`config.mk`:
```
export PLATFORM = sky130hd
export DESIGN_NAME = sd10_recoder
export DESIGN_NICKNAME = d
export VERILOG_FILES = /design/src/rtl/sd10_pkg.sv /design/src/rtl/sd10_digit_cell.sv /design/src/rtl/sd10_top_cell.sv /design/src/rtl/sd10_code_reg.sv /design/src/rtl/sd10_recoder.sv
export SDC_FILE = /design/constraint.sdc
export NUM_CORES = 1
export LEC_CHECK = 0
export ABC_AREA = 1
export CORE_AREA = 2 2 124 114
export CTS_CLUSTER_DIAMETER = 100
export CTS_CLUSTER_SIZE = 24
export DETAILED_ROUTE_END_ITERATION = 12
export DIE_AREA = 0 0 126 116
export PLACE_DENSITY_LB_ADDON = 0.1
export SLEW_MARGIN = 40
export SYNTH_ARGS = -nofsm -noshare
export SYNTH_HDL_FRONTEND = slang
export SYNTH_SLANG_ARGS = --single-unit
export TNS_END_PERCENT = 100
```
`constraint.sdc`:
```
create_clock -name clk -period 1.39 [get_ports clk]
set_input_delay 0.139 -clock clk [delete_from_list [all_inputs] [get_ports clk]]
set_output_delay 0.139 -clock clk [all_outputs]
set_load 0.02 [all_outputs]
```
`src/rtl/sd10_pkg.sv`:
```
package sd10_pkg;

    localparam int DIGIT_W = 4;
    localparam int MAG_W   = 5;
    localparam int CODE_W  = MAG_W + 1;

    typedef logic [DIGIT_W-1:0] bcd_digit_t;

    // One recoded position: sign on top, one-hot magnitude below
    typedef struct packed {
        logic             neg;
        logic [MAG_W-1:0] mag_sel;
    } sd_code_t;

    // A digit of five or more hands a transfer to the next position up
    function automatic logic digit_is_high(input bcd_digit_t y);
        return (y >= 4'd5);
    endfunction

    // Magnitude 0..5 to one-hot select lines (bit k means k+1)
    function automatic logic [MAG_W-1:0] mag_to_onehot(input logic [2:0] m);
        logic [MAG_W-1:0] sel;
        case (m)
            3'd1:    sel = 5'b00001;
            3'd2:    sel = 5'b00010;
            3'd3:    sel = 5'b00100;
            3'd4:    sel = 5'b01000;
            3'd5:    sel = 5'b10000;
            default: sel = 5'b00000;
        endcase
        return sel;
    endfunction

endpackage

```
`src/rtl/sd10_digit_cell.sv`:
```
module sd10_digit_cell
    import sd10_pkg::*;
(
    input  bcd_digit_t y,
    input  logic       xfer_in,
    output sd_code_t   code
);

    logic       high;
    logic [3:0] mag_wide;

    always_comb begin
        high = digit_is_high(y);
        if (high)
            mag_wide = 4'd10 - y - {3'b000, xfer_in};
        else
            mag_wide = y + {3'b000, xfer_in};
        code.neg     = high;
        code.mag_sel = mag_to_onehot(mag_wide[2:0]);
    end

endmodule

```
`src/rtl/sd10_top_cell.sv`:
```
module sd10_top_cell
    import sd10_pkg::*;
(
    input  logic     xfer_in,
    output sd_code_t code
);

    always_comb begin
        code.neg     = 1'b0;
        code.mag_sel = mag_to_onehot({2'b00, xfer_in});
    end

endmodule

```
`src/rtl/sd10_code_reg.sv`:
```
module sd10_code_reg #(
    parameter int W = 8
) (
    input  logic         clk,
    input  logic         rst,
    input  logic [W-1:0] d,
    output logic [W-1:0] q
);

    always_ff @(posedge clk) begin
        if (rst)
            q <= '0;
        else
            q <= d;
    end

endmodule

```
`src/rtl/sd10_recoder.sv`:
```
module sd10_recoder
    import sd10_pkg::*;
#(
    parameter int DIGITS = 16,
    localparam int IN_W  = DIGIT_W * DIGITS,
    localparam int OUT_W = CODE_W * (DIGITS + 1)
) (
    input  logic             clk,
    input  logic             rst,
    input  logic [IN_W-1:0]  bcd_in,
    output logic [OUT_W-1:0] sel_out
);

    logic [DIGITS:0] xfer;
    sd_code_t        codes [DIGITS+1];
    logic [OUT_W-1:0] next_codes;

    assign xfer[0] = 1'b0;

    for (genvar i = 0; i < DIGITS; i++) begin : g_pos
        bcd_digit_t digit;
        assign digit     = bcd_in[DIGIT_W*i +: DIGIT_W];
        assign xfer[i+1] = digit_is_high(digit);

        sd10_digit_cell u_cell (
            .y       (digit),
            .xfer_in (xfer[i]),
            .code    (codes[i])
        );
    end

    sd10_top_cell u_top (
        .xfer_in (xfer[DIGITS]),
        .code    (codes[DIGITS])
    );

    for (genvar j = 0; j <= DIGITS; j++) begin : g_pack
        assign next_codes[CODE_W*j +: CODE_W] = codes[j];
    end

    sd10_code_reg #(.W(OUT_W)) u_reg (
        .clk (clk),
        .rst (rst),
        .d   (next_codes),
        .q   (sel_out)
    );

endmodule

```
==> reports/metrics.cfg, run 1 <==
[finish]
largest_reg_flops = 96
areaGrowthSynthToFinish_pct = 56.6
stdcell_area_um2 = 8820
fillers = 1190
final_util_pct = 66.7
largest-register = u_reg.q
top_regs = u_reg.q: 96 flops
drive_above_1_share_pct = 26.4
num-nets-final = 1187

[die]
coreArea_um2 = 13200
die_w_um = 126
rows = 40
io-pin-count = 168
die_h_um = 116
die-area_um2 = 14600
initial_core_util_pct = 42.6

[status]
status = finished, final reports clean

[detailed_routing]
firstDrtPassIters = 4
drt_iter0_markers = 179
drc = 0
vias_per_cell = 4.41
ant_nets = 0
post_drt_wl_per_cell_um = 10.8
route.vias.total = 5420
drt-total-wl_um = 13300

[pwr]
p_leak_nw = 5.06
p_clk_share_pct = 35.5
p_seq_share_pct = 36.4
ir_drop_mv = 0.762
power_switching_w = 0.00239
pwr-share-comb_pct = 28.1
intPower_w = 0.00569
swShare_pct = 29.6
power_density_nw_per_um2 = 917

[run]
max-cap-violations = 0

[hold_path]
hold_class = input port to flop

[worst_setup_path]
path_max_fanout = 3
path_class = input port to flop
cp.required_ns = 1.68
slowest_stage = clkdlybuf4s50_1
cp_common_cell = nand2_2
startpoint_type = input port
worstSetupEndpointType = flop
slowest_delay_ns = 0.47
crit_arrival_ns = 1.65
crit_chain = clkdlybuf4s50_1 -> nand3b_4 -> inv_2 -> ha_4 -> ha_4 -> nand2_2 -> nand2_2 -> nand2_1 -> nand3_2 -> nand2_2 -> inv_2 -> nor2_1

[sta]
post-route-period-util_pct = 97.5
slew_violations = 0
fmax_ghz = 0.738
rsz0062_at_grt = true
finalHoldViolations = 0
min_period_ns = 1.35
hold_slack_ns = 0.201
setup_viol = 0

[clock_network]
cts_made_buffers = 9
cts.hold.buffers_added = 0
clkTransAtPathRegs_ns = 0.07
clock_sinks = 96
h-tree-depth = 3
clk_path_buf_depth = 2
cts_tree = built
cts_root_buf = clkbuf_16

[grt]
grt_pass1_vias = 4910
grt_overflow = 0
antenna_found_initial = 2
track_usage_pct = 17.9
grt_pass1_wl_um = 21300
grt_max_degree = 30

[synth]
syn_area_per_cell_um2 = 7.21
synth_area_um2 = 5630
ys.warnings.count = 0
yosysSeqAreaShare_pct = 34.1
synthCells = 781
ys_seq_elements = 96
synth.distinct_cells = 22

[place]
place_area_um2 = 8220
dpl.hpwl_um = 10100
gp_congestion = 0.828
portBuffers = 162

power groups by stage:
stage | logic (W) | clock network, W | registers (W)
finish | 0.00227 | 0.00287 | 0.00294
global route | 0.00253 | 0.00306 | 0.00296
CTS | 0.00216 | 0.00296 | 0.00295
detailed placement | 0.00226 | 0 | 0.00301
global placement | 0.00225 | 0 | 0.00301
floorplan | 0.00103 | 0 | 0.00322
stage by stage:
step / setup TNS, ns / cells / worst slack [ns] / total power (W)
floorplan: 0 / 785 / 0.00450 / 0.00425
global placement: -32.49 / 1202 / -0.600 / 0.00526
detailed placement: -33.66 / 1202 / -0.617 / 0.00527
CTS: 0 / 1225 / 0.000361 / 0.00807
global route: -0.0813 / 1229 / -0.0169 / 0.00855
finish: 0 / 1230 / 0.0351 / 0.00808
kinds of logic (layout without fill, tap and decap cells):
kind of cell               Yosys count  count (layout)  share of synthesized area (%)
buffers and inverters              150             425                           10.5
adders and majority gates           66              66                           14.7
AOI/OAI and AO/OA                   28              28                           3.45
other                                1               7                         0.0666
and+or+nand+nor                    424             424                           34.7
DFF                                 96              96                           34.1
xor gates and xnor gates            16              16                           2.49
layer usage:
metal	vias up	part of all wire (%)	track usage, %
li1	2920	-	-
met1	2346	45	21.6
met2	128	46	30.1
met3	26	6.1	5.68
met4	0	2.2	6.89
met5	-	0	0
worst max-delay path: cells and delay by family:
kind | cells | cell delay [ns]
fa+ha+maj | 2 | 0.32
buf+inv | 3 | 0.56
simple gates | 7 | 0.64
cell type report:
| cell class | count | area (um^2) | area share [%] |
|---|---|---|---|
| timing repair buffer | 271 | 2320 | 26.3 |
| clock inverter | 6 | 115 | 1.31 |
| tap | 168 | 210 | 2.38 |
| multi-input combinational | 539 | 3500 | 39.7 |
| clock buffer | 10 | 229 | 2.60 |
| antenna | 2 | 5.00 | 0.0568 |
| inverter | 138 | 520 | 5.90 |
| sequential | 96 | 1920 | 21.8 |
final timing paths:
kind,end,slack (ns),cells past startpoint,start
max,u_reg.q[87],0.04,12,bcd_in[55]
min,u_reg.q[3],0.20,5,bcd_in[0]
what timing repair did:
action | in CTS | in global routing
endpoints found under the hold margin | 0 | 0
pin swaps | 22 | 41
gates resized for setup | 158 | 79
buffers inserted | 7 | 3
endpoints found under the setup margin | 163 | 70
cell usage after synthesis:
master	instances	area (um^2)
conb_1	1	3.75
nand4_1	7	43.8
dfxtp_1	96	1920
o21ai_0	9	45.0
nand2_2	25	156
nand3b_4	10	200
xnor2_1	5	43.8
xor2_1	11	96.3
nor2_2	1	6.26
ha_1	66	826
nand2_1	209	785
buf_2	4	20.0
inv_2	14	52.6
inv_1	124	465
nand3_2	10	100
o21ai_2	13	114
nand3_1	43	215
o211ai_1	2	15.0
o21ai_1	4	20.0
buf_4	6	45.0
nor2_1	119	447
buf_1	2	7.51
cell usage in the layout, fill, tap and decap left out, types with 7 or more instances in the layout:
cell,synthesis,final
buf_4,6,106
clkbuf_16,0,9
clkdlybuf4s50_1,0,19
dfxtp_1,96,96
dlygate4sd2_1,0,134
dlymetal6s2s_1,0,7
ha_1,66,44
ha_2,0,9
ha_4,0,13
inv_1,124,114
inv_2,14,23
nand2_1,209,183
nand2_2,25,49
nand3_1,43,32
nand3_2,10,21
nand3b_4,10,10
nand4_1,7,7
nor2_1,119,112
nor2_2,1,8
o21ai_1,4,11
o21ai_2,13,14
xor2_1,11,8
Note: power is estimated with default switching activity, not from simulation.
==> run 2: changes to the inputs <==
Settings changed: CAP_MARGIN set to 20.
==> results of run 2 <==
Final layout, timing and power as in run 1 (identical DEF).
==> run 3: changes to the inputs <==
Settings changed: PLACE_DENSITY_LB_ADDON 0.1 to 0.15, TNS_END_PERCENT 100 to 30.
==> reports/metrics.cfg, run 3 (synthesis gave the netlist of run 1 again) <==
[worst_setup_path]
crit_buf_inv = 1  ; was 3
worstSetupEndpointType = flop  ; unchanged
path_max_fanout = 3  ; unchanged
critical_path_depth = 8  ; was 12
crit_arrival_ns = 1.61  ; was 1.65 ns
cp.required_ns = 1.63  ; was 1.68 ns
path_class = input port to flop  ; unchanged
startpoint_type = input port  ; unchanged
crit_chain = clkdlybuf4s50_1 -> o21ai_1 -> nand2_1 -> ha_2 -> ha_4 -> xor2_1 -> o21ai_1 -> nor2_1  ; was clkdlybuf4s50_1 -> nand3b_4 -> inv_2 -> ha_4 -> ha_4 -> nand2_2 -> nand2_2 -> nand2_1 -> nand3_2 -> nand2_2 -> inv_2 -> nor2_1
cp_common_cell = o21ai_1  ; was nand2_2
slowest_delay_ns = 0.43  ; was 0.47 ns
cp_top_family = buffers and inverters  ; was simple AND/OR/NAND/NOR gates
slowest_stage = clkdlybuf4s50_1  ; unchanged

[pwr]
p_leak_nw = 5.07  ; was 5.06 nW
pwr-share-comb_pct = 28.0  ; was 28.1%
power_switching_w = 0.00240  ; was 0.00239 W
swShare_pct = 30.2  ; was 29.6%
ir_drop_mv = 0.624  ; was 0.762 mV
p_clk_share_pct = 35.0  ; was 35.5%
power_density_nw_per_um2 = 911  ; was 917 nW/um^2
intPower_w = 0.00555  ; was 0.00569 W
p_seq_share_pct = 37.1  ; was 36.4%

[finish]
stdcell_area_um2 = 8720  ; was 8820 um^2
final_util_pct = 66.0  ; was 66.7%
instances_no_fill = 1225  ; was 1230
top_regs = u_reg.q: 96 flops  ; unchanged
largest_reg_flops = 96  ; unchanged
final_common_cell = nand2_1  ; unchanged
areaGrowthSynthToFinish_pct = 55.0  ; was 56.6%
num-nets-final = 1182  ; was 1187
final_cell_mix = 185 x nand2_1, 130 x dlygate4sd2_1, 117 x inv_1  ; was 183 x nand2_1, 134 x dlygate4sd2_1, 114 x inv_1
drive_above_1_share_pct = 25.1  ; was 26.4%
largest-register = u_reg.q  ; unchanged

[place]
gp_congestion = 0.865  ; was 0.828
dpl.hpwl_um = 10500  ; was 10100 um
portBuffers = 162  ; unchanged
place_area_um2 = 8210  ; was 8220 um^2
post-place-cells = 1203  ; was 1202

[detailed_routing]
post_drt_wl_per_cell_um = 10.9  ; was 10.8 um
drt-total-wl_um = 13300  ; about the same
vias_per_cell = 4.42  ; was 4.41
route.vias.total = 5409  ; was 5420
drt_iter0_markers = 137  ; was 179
ant_nets = 0  ; unchanged
drc = 0  ; unchanged
firstDrtPassIters = 4  ; unchanged

[sta]
post-route-period-util_pct = 98.1  ; was 97.5%
setup_viol = 0  ; unchanged
fmax_ghz = 0.734  ; was 0.738 GHz
min_period_ns = 1.36  ; was 1.35 ns
finalHoldViolations = 0  ; unchanged
slew_violations = 0  ; unchanged
rsz0062_at_grt = true  ; unchanged

[hold_path]
min_from = bcd_in[23]  ; was bcd_in[0]
hold_class = input port to flop  ; unchanged
hold_end = u_reg.q[35]  ; was u_reg.q[3]
worstHoldPathCells = 4  ; was 5

[clock_network]
clock_sinks = 96  ; unchanged
cts_tree = built  ; unchanged
clk_path_buf_depth = 2  ; unchanged
cts_made_buffers = 9  ; unchanged
clkTransAtPathRegs_ns = 0.07  ; about the same
h-tree-depth = 3  ; unchanged
cts_root_buf = clkbuf_16  ; unchanged

[status]
status = finished, final reports clean  ; unchanged

[die]
io-pin-count = 168  ; unchanged
coreArea_um2 = 13200  ; unchanged
die-area_um2 = 14600  ; unchanged
initial_core_util_pct = 42.6  ; unchanged
rows = 40  ; unchanged
die_w_um = 126  ; unchanged
die_h_um = 116  ; unchanged

[grt]
use_met2_pct = 33.7  ; was 30.1%
grt.busiest_layer = met2  ; unchanged
grt_pass1_vias = 5150  ; was 4910
met3_usage_pct = 6.19  ; was 5.68%
antenna_found_initial = 2  ; unchanged
met1_usage_pct = 20.9  ; was 21.6%
track_usage_pct = 18.5  ; was 17.9%
grt_max_degree = 25  ; was 30
grt_pass1_wl_um = 21900  ; was 21300 um
grt_overflow = 0  ; unchanged

[run]
max-cap-violations = 0  ; unchanged

==> run 3: per-stage QoR <==
stage / hold WS (ns) / total power, W / setup WS (ns) / setup TNS (ns)
floorplan: 0.301 / 0.00425 / 0.00450 / 0
global placement: 0.866 / 0.00525 / -0.594 / -32.23
detailed placement: 0.864 / 0.00527 / -0.617 / -33.30
CTS: 0.323 / 0.00796 / 0.000583 / 0
global route: 0.179 / 0.00842 / -0.0442 / -0.289
finish: 0.160 / 0.00795 / 0.0271 / 0
==> run 3: repair_timing <==
action,CTS,global route
setup buffers,0,4
setup endpoints to repair,162,62
hold buffers,0,0
gates cloned,0,0
pin swaps,13,38
gates resized for setup,152,70
==> run 3: routing by layer <==
metal,vias to the layer above,part of all wire (%)
met5,-,0
met4,0,1.2
met3,13,6.1
met2,126,49
met1,2362,43
li1,2908,-
==> run 3: cell type report <==
cell class / count / area [um^2]
Fill cell: 1175 / 4490
Multi-Input combinational cell: 539 / 3450
Timing Repair Buffer: 266 / 2280
Sequential cell: 96 / 1920
Inverter: 138 / 520
Clock buffer: 10 / 239
Tap cell: 168 / 210
Clock inverter: 6 / 96.3
Antenna cell: 2 / 5.00
==> run 3: power groups by stage <==
stage          combinational, W  clock (W)  sequential, W
3_5_place_dp            0.00226          0        0.00302
5_1_grt                 0.00248    0.00297        0.00296
6_report                0.00222    0.00278        0.00295
4_1_cts                 0.00215    0.00286        0.00295
2_1_floorplan           0.00103          0        0.00322
3_3_place_gp            0.00223          0        0.00302
==> run 3: worst max path at each step <==
| stage | startpoint | to | slack (ns) |
|---|---|---|---|
| floorplan | bcd_in[1] | u_reg.q[10] | 0.004 |
| global placement | bcd_in[1] | u_reg.q[9] | -0.59 |
| detailed placement | bcd_in[0] | u_reg.q[10] | -0.62 |
| CTS | bcd_in[18] | u_reg.q[33] | 0.0006 |
| global route | bcd_in[38] | u_reg.q[64] | -0.04 |
| finish | bcd_in[38] | u_reg.q[64] | 0.03 |
